### src/rtl/dpc_pkg.sv
package dpc_pkg;

    localparam int AP_W  = 2;
    localparam int SUB_N = 4;

    typedef enum logic [1:0] {
        DM_BLOCKED = 2'b00,
        DM_CHECKED = 2'b01,
        DM_RSVD    = 2'b10,
        DM_OPEN    = 2'b11
    } dom_mode_e;

    typedef enum logic [1:0] {
        PG_SECTION = 2'b00,
        PG_LARGE   = 2'b01,
        PG_SMALL   = 2'b10,
        PG_TINY    = 2'b11
    } pg_kind_e;

    typedef struct packed {
        logic allow;
        logic dom_fault;
        logic perm_fault;
    } verdict_t;

    // Permission field decode for a checked domain.
    function automatic logic ap_grants(logic [AP_W-1:0] ap, logic is_priv, logic is_wr);
        logic ok;
        if (is_priv) begin
            ok = !(is_wr && ap == 2'b00);
        end else begin
            case (ap)
                2'b11:   ok = 1'b1;
                2'b10:   ok = !is_wr;
                default: ok = 1'b0;
            endcase
        end
        return ok;
    endfunction

    // Domain class first, permission field second.
    function automatic verdict_t judge(dom_mode_e mode, logic grant);
        verdict_t v;
        v = '0;
        case (mode)
            DM_OPEN:    v.allow = 1'b1;
            DM_CHECKED: begin
                v.allow      = grant;
                v.perm_fault = !grant;
            end
            default:    v.dom_fault = 1'b1;
        endcase
        return v;
    endfunction

endpackage

### src/rtl/dpc_dom_lookup.sv
module dpc_dom_lookup
    import dpc_pkg::*;
#(
    parameter int NUM_DOM = 16,
    localparam int IDX_W  = $clog2(NUM_DOM)
) (
    input  logic [2*NUM_DOM-1:0] ctrl,
    input  logic [IDX_W-1:0]     idx,
    output dom_mode_e            mode
);

    logic [1:0] slot [NUM_DOM];

    for (genvar g = 0; g < NUM_DOM; g++) begin : g_slot
        assign slot[g] = ctrl[2*g+1 : 2*g];
    end

    assign mode = dom_mode_e'(slot[idx]);

endmodule

### src/rtl/dpc_ap_pick.sv
module dpc_ap_pick
    import dpc_pkg::*;
#(
    parameter int SUBS    = SUB_N,
    localparam int SEL_W  = $clog2(SUBS),
    localparam int FLD_W  = AP_W * SUBS
) (
    input  pg_kind_e           kind,
    input  logic [FLD_W-1:0]   fields,
    input  logic [SEL_W-1:0]   hi_sel,
    input  logic [SEL_W-1:0]   lo_sel,
    output logic [AP_W-1:0]    ap
);

    logic [AP_W-1:0] sub [SUBS];

    for (genvar g = 0; g < SUBS; g++) begin : g_sub
        assign sub[g] = fields[AP_W*g +: AP_W];
    end

    always_comb begin
        unique case (kind)
            PG_LARGE:   ap = sub[hi_sel];
            PG_SMALL:   ap = sub[lo_sel];
            PG_TINY:    ap = sub[0];
            default:    ap = sub[SUBS-1];
        endcase
    end

endmodule

### src/rtl/dom_perm_check.sv
module dom_perm_check
    import dpc_pkg::*;
#(
    parameter int NUM_DOM = 16,
    localparam int IDX_W  = $clog2(NUM_DOM),
    localparam int SEL_W  = $clog2(SUB_N),
    localparam int FLD_W  = AP_W * SUB_N
) (
    input  logic                 clk,
    input  logic                 rst,
    input  logic                 in_valid,
    input  logic                 priv,
    input  logic                 wr,
    input  logic [1:0]           kind,
    input  logic [IDX_W-1:0]     dom_id,
    input  logic [FLD_W-1:0]     ap_fields,
    input  logic [SEL_W-1:0]     va_hi_idx,
    input  logic [SEL_W-1:0]     va_lo_idx,
    input  logic [2*NUM_DOM-1:0] dacr,
    output logic                 out_valid,
    output logic                 allow,
    output logic                 dom_fault,
    output logic                 perm_fault
);

    dom_mode_e       dom_mode;
    logic [AP_W-1:0] ap_sel;
    verdict_t        next_v;
    verdict_t        held_v;

    dpc_dom_lookup #(.NUM_DOM(NUM_DOM)) u_dom (
        .ctrl (dacr),
        .idx  (dom_id),
        .mode (dom_mode)
    );

    dpc_ap_pick #(.SUBS(SUB_N)) u_pick (
        .kind   (pg_kind_e'(kind)),
        .fields (ap_fields),
        .hi_sel (va_hi_idx),
        .lo_sel (va_lo_idx),
        .ap     (ap_sel)
    );

    assign next_v = judge(dom_mode, ap_grants(ap_sel, priv, wr));

    always_ff @(posedge clk) begin
        if (rst) begin
            out_valid <= 1'b0;
            held_v    <= '0;
        end else begin
            out_valid <= in_valid;
            held_v    <= in_valid ? next_v : '0;
        end
    end

    assign allow      = held_v.allow;
    assign dom_fault  = held_v.dom_fault;
    assign perm_fault = held_v.perm_fault;

    // Verdict framing
    assert_single_verdict_R10: assert property (@(posedge clk) disable iff (rst)
        out_valid |-> $countones({allow, dom_fault, perm_fault}) == 1);
    assert_quiet_idle_R10: assert property (@(posedge clk) disable iff (rst)
        !out_valid |-> !(allow || dom_fault || perm_fault));
    assert_valid_follows_R10: assert property (@(posedge clk) disable iff (rst)
        in_valid |=> out_valid);
    assert_reset_clears_R11: assert property (@(posedge clk)
        rst |=> !out_valid && !allow && !dom_fault && !perm_fault);

    // Domain override against the looked-up class (R3 shares this check)
    assert_dom_block_R2: assert property (@(posedge clk) disable iff (rst)
        in_valid && !dom_mode[0] |=> dom_fault);
    assert_open_domain_R4: assert property (@(posedge clk) disable iff (rst)
        in_valid && dom_mode == DM_OPEN |=> allow);

    // Permission decode against the picked field
    assert_priv_read_R5: assert property (@(posedge clk) disable iff (rst)
        in_valid && dom_mode == DM_CHECKED && priv && !wr |=> allow);
    assert_user_write_R6: assert property (@(posedge clk) disable iff (rst)
        in_valid && dom_mode == DM_CHECKED && !priv && wr && ap_sel != 2'b11 |=> perm_fault);

endmodule

### config.mk
export PLATFORM = sky130hd
export DESIGN_NAME = dom_perm_check
export DESIGN_NICKNAME = d
export VERILOG_FILES = /design/src/rtl/dpc_pkg.sv /design/src/rtl/dpc_dom_lookup.sv /design/src/rtl/dpc_ap_pick.sv /design/src/rtl/dom_perm_check.sv
export SDC_FILE = /design/constraint.sdc
export NUM_CORES = 1
export LEC_CHECK = 0
export CORE_ASPECT_RATIO = 1.4
export CORE_MARGIN = 3
export CORE_UTILIZATION = 30
export CTS_CLUSTER_SIZE = 12
export DETAILED_ROUTE_END_ITERATION = 10
export PLACE_DENSITY = 0.87
export SKIP_CTS_REPAIR_TIMING = 1
export SYNTH_ARGS = -nofsm -noshare
export SYNTH_HDL_FRONTEND = slang
export SYNTH_SLANG_ARGS = --single-unit
### constraint.sdc
create_clock -name clk -period 3.8 [get_ports clk]
set_clock_uncertainty 0.2 [all_clocks]
set_input_delay 0.57 -clock clk [delete_from_list [all_inputs] [get_ports clk]]
set_output_delay 0.57 -clock clk [all_outputs]
set_load 0.01 [all_outputs]
==> impl_metrics.tcl, run 1 <==
set metrics [dict create \
    status "finished, final reports clean" \
    end_kind "register" \
    n_antenna_cell 0 \
    min_path_cells 2 \
    cts_tree "built" \
    grt_pass1_wl_um 3010 \
    wire_per_inst_um 14.3 \
    dieWidth_um 42.5 \
    p_leak_nw 0.416 \
    maxSlewHeadroom 0.669 \
    place.gp.congestion 0.771 \
    layout_setup_ws_ns 1.08 \
    drc 0 \
    syn_nets 102 \
    ys_top_cells_by_area "mux4_2, dfxtp_1, mux2_2, nand3b_1, nor2b_1" \
    layout-drive-gt1-share 0.162 \
    first_pass_iters 4 \
    cts-root-buf "clkbuf_4" \
    wl_um 1780 \
    power_mw 0.205 \
    ant_nets 0 \
    viasPerCell 5.40 \
    setup_tns_ns 0 \
    ir_drop_uv 131 \
    clockBufferDepth 2 \
    path_max_fanout 8 \
    grt_usage 0.160 \
    area_growth_pct 109 \
    fin_util 0.703 \
    fin_area_um2 1170 \
    grt_pass1_vias 768 \
    hold_ws_ns 0.708 \
    h-tree-depth 1 \
    cp-start-kind "input pin" \
    yosysWarnings 0 \
    place_inst 121 \
    min_period_over_period 0.717 \
    slowest_delay_ns 0.78 \
    netlist_instances 47 \
    fmax_ghz 0.367 \
    ys_seq_area_frac 0.143 \
    final_hold_viol_count 0 \
    powerDensity_nw_per_um2 176 \
    min_path_type "in -> reg" \
    io_buffer_count 58 \
    rsz0062_at_grt "no" \
    slew_violations 0 \
    dpl.hpwl_um 1690 \
    avgSynthCellArea_um2 11.9 \
    layout_commonest_cell "clkdlybuf4s50_1" \
    fillers 136 \
    cp_common_cell "mux4_2" \
    tightest_slew_ns 0.495 \
    fin_crit_ns 2.72 \
    initial_core_util 0.336 \
    min_from "rst" \
    die_h_um 57.0 \
    nets 162 \
    synth.top_cell.area_share 0.444 \
    maxCapViolations 0 \
    cp_data_arrival_time_ns 2.64 \
    cp_slowest_cell "clkdlybuf4s50_1" \
    synth_area_um2 558 \
    required_ns 3.72 \
    layout_common_cells "clkdlybuf4s50_1, mux4_2, dfxtp_1" \
    antenna_found_initial 0 \
    cts_sinks 4 \
    die_area_um2 2420 \
    crit_chain "clkdlybuf4s50_1 > mux4_2 > mux4_2 > nand2_1 > o21ba_1" \
    synth_cell_types 23 \
    coreArea_um2 1660 \
    dp_slack_ns 0.820 \
    grt.overflow.total 0 \
    yosysTopAreaCell "mux4_2" \
    setup_violations 0 \
    grt_max_degree 12 \
    finalNonFillerCells 124 \
    io_pins 59 \
    worstSetupPathType "in -> reg" \
    hold_end "out_valid" \
    numCtsBuffers 3 \
    ys_ff_latch 4 \
    place_area_um2 1140 \
    clk_pin_slew_worst_paths_ns 0.04 \
    drtIter0Drc 6 \
    num_vias 669 \
    num_rows 17 \
]
## metal layers
metal | part of all wire | GRT usage | vias up
met5 | 0 | 0 | -
met4 | 0.0028 | 0.0400 | 0
met3 | 0.10 | 0.0442 | 2
met2 | 0.57 | 0.322 | 42
met1 | 0.32 | 0.154 | 305
li1 | - | - | 320
## Yosys cell counts
library cell and n:
mux2_2 3, nand4_1 1, nor3_1 1, a32oi_1 1, nand2_1 3, o21ai_0 1
nand3b_1 3, maj3_1 1, o31a_1 1, nor2_1 1, nor2b_1 3, dfxtp_1 4
a21o_1 1, inv_1 2, nand4b_1 2, a311oi_1 1, o21ba_1 1, o311a_1 1
nand3_1 1, buf_6 1, mux4_2 11, clkbuf_1 2, mux2_1 1
## registers in the layout, indices dropped and copies added (netlist names)
signal,cells
perm_fault,1
allow,1
out_valid,1
dom_fault,1
## cell type report
type                       instances  area (um^2)  share of cell area
clock buffer                       3         22.5              0.0193
sequential                         4         80.1              0.0687
inverter                           2         7.51             0.00644
tap                               19         23.8              0.0204
timing repair buffer              58          581               0.498
multi-input combinational         38          452               0.387
## cells by family after synthesis
group,synth area share
DFF,0.144
AOI/OAI and AO/OA,0.105
muxes,0.525
adders and majority gates,0.0179
and+or+nand+nor,0.161
buffers and inverters,0.0471
## where the power goes
group | internal (mW) | leakage [nW] | switching, mW
registers | 0.0446 | 0.0328 | 0.000581
logic | 0.0815 | 0.370 | 0.0289
clock network | 0.0351 | 0.0138 | 0.0146
total | 0.161 | 0.416 | 0.0441
## worst max-delay path by stage
stage / start / end / slack (ns) / cells after the start
finish: dom_id[0] / allow / 1.08 / 5
floorplan: dom_id[0] / allow / 1.60 / 5
CTS: dom_id[0] / allow / 1.06 / 5
global placement: dom_id[0] / allow / 0.85 / 5
detailed placement: dom_id[0] / allow / 0.82 / 5
global route: dom_id[0] / allow / 0.95 / 5
## critical path: cells and delay by family
family / cells / cell delay (ns)
AO/OA/AOI/OAI: 1 / 0.14
multiplexers: 2 / 1.05
buffers and inverters: 1 / 0.78
AND/OR/NAND/NOR: 1 / 0.10
Note: power is estimated with default switching activity, not from simulation.
==> run 2, diff against run 1 <==
Settings changed: CORE_UTILIZATION 30 to 25, PLACE_DENSITY 0.87 to 0.78.
Clock period 3.8 ns to 2.3 ns, I/O delays scaled along.
==> run 2 against run 1 <==
Compared with the run above:
- global-route usage decreased by 2.9 points
- combinational power up 76%
- hold slack lost 0.24 ns
- via count is 3.6% higher
- critical path depth up 1
- highest routed layer unchanged
==> impl_metrics.tcl, run 2 (synthesis gave the netlist of run 1 again) <==
set metrics [dict create \
    powerDensity_nw_per_um2 286 \
    die_area_um2 2840 \
    cts_sinks 4 \
    finalNonFillerCells 133 \
    n_antenna_cell 0 \
    initial_core_util 0.273 \
    layout_setup_ws_ns 0.120 \
    grt_pass1_vias 799 \
    final_hold_viol_count 0 \
    nets 169 \
    grt_pass1_wl_um 2750 \
    dpl.hpwl_um 1660 \
    clk_pin_slew_worst_paths_ns 0.04 \
    clockBufferDepth 2 \
    place_inst 130 \
    cts-root-buf "clkbuf_4" \
    die_h_um 61.9 \
    min_path_type "in -> reg" \
    place_area_um2 1210 \
    viasPerCell 5.21 \
    layout_commonest_cell "clkdlybuf4s50_1" \
    status "finished, final reports clean" \
    drtIter0Drc 10 \
    place.gp.congestion 0.706 \
    maxCapViolations 0 \
    drc 0 \
    dp_slack_ns -0.227 \
    slew_violations 0 \
    h-tree-depth 1 \
    first_pass_iters 4 \
    path_max_fanout 2 \
    ir_drop_uv 196 \
    layout-drive-gt1-share 0.214 \
    setup_tns_ns 0 \
    coreArea_um2 2040 \
    wire_per_inst_um 13.3 \
    area_growth_pct 122 \
    cp-start-kind "input pin" \
    multi_input_area_um2 452 \
    fin_crit_ns 2.18 \
    required_ns 2.22 \
    antenna_found_initial 0 \
    min_period_over_period 0.948 \
    p_leak_nw 0.464 \
    maxSlewHeadroom 0.855 \
    cp_data_arrival_time_ns 2.10 \
    io_buffer_count 58 \
    fmax_ghz 0.459 \
    cts_tree "built" \
    dieWidth_um 45.9 \
    tightest_slew_ns 0.216 \
    layout_common_cells "clkdlybuf4s50_1, mux4_2, buf_4" \
    num_vias 693 \
    critPathLaunch "va_lo_idx[0]" \
    grt_usage 0.131 \
    wl_um 1770 \
    rsz0062_at_grt "no" \
    fin_area_um2 1240 \
    worstSetupPathType "in -> reg" \
    ant_nets 0 \
    end_kind "register" \
    power_mw 0.354 \
    min_from "rst" \
    grt.overflow.total 0 \
    setup_violations 0 \
    grt_max_degree 9 \
    io_pins 59 \
    numCtsBuffers 3 \
    ff_latch_area_um2 80.1 \
    num_rows 19 \
    fillers 176 \
]
-- run 2: layer usage --
metal / vias to the layer above / share of wire / track usage
met1: 306 / 0.34 / 0.125
met4: 0 / 0.0062 / 0.0488
met5: - / 0 / 0
met2: 54 / 0.53 / 0.264
li1: 331 / - / -
met3: 2 / 0.13 / 0.0231
-- run 2: final timing paths --
check / end / slack, ns / depth (start not counted)
setup / recovery: allow / 0.12 / 6
hold / removal: out_valid / 0.47 / 2
-- run 2: final cells by class --
type / count / share of cell area
flip-flops and latches: 4 / 0.0648
repair buffers: 65 / 0.524
multi-input cells: 38 / 0.365
clock buffers: 3 / 0.0182
well taps: 21 / 0.0213
inverters: 2 / 0.00607
-- run 2: where the power goes --
part           leakage (nW)  switching, mW  internal, mW
combinational         0.417         0.0494         0.144
sequential           0.0328       0.000949        0.0736
clock                0.0138         0.0275        0.0583
-- run 2: worst max-delay path, stage by stage --
cell             delay [ns]
clkdlybuf4s50_1        0.51
mux4_2                 0.51
nand3b_1               0.10
nand4_1                0.11
maj3_1                 0.36
o21ba_1                0.18
-- run 2: per-stage QoR --
step / util / hold slack (ns)
global placement: 0.592 / 0.716
finish: 0.605 / 0.472
global route: 0.605 / 0.471
floorplan: - / 0.236
detailed placement: 0.592 / 0.714
CTS: 0.603 / 0.465
==> run 3, diff against run 2 <==
Settings changed: ABC_CLOCK_PERIOD_IN_PS from default to 2300.
==> results of run 3 <==
Same layout as run 2: the final DEF is identical, and so are final timing and power.
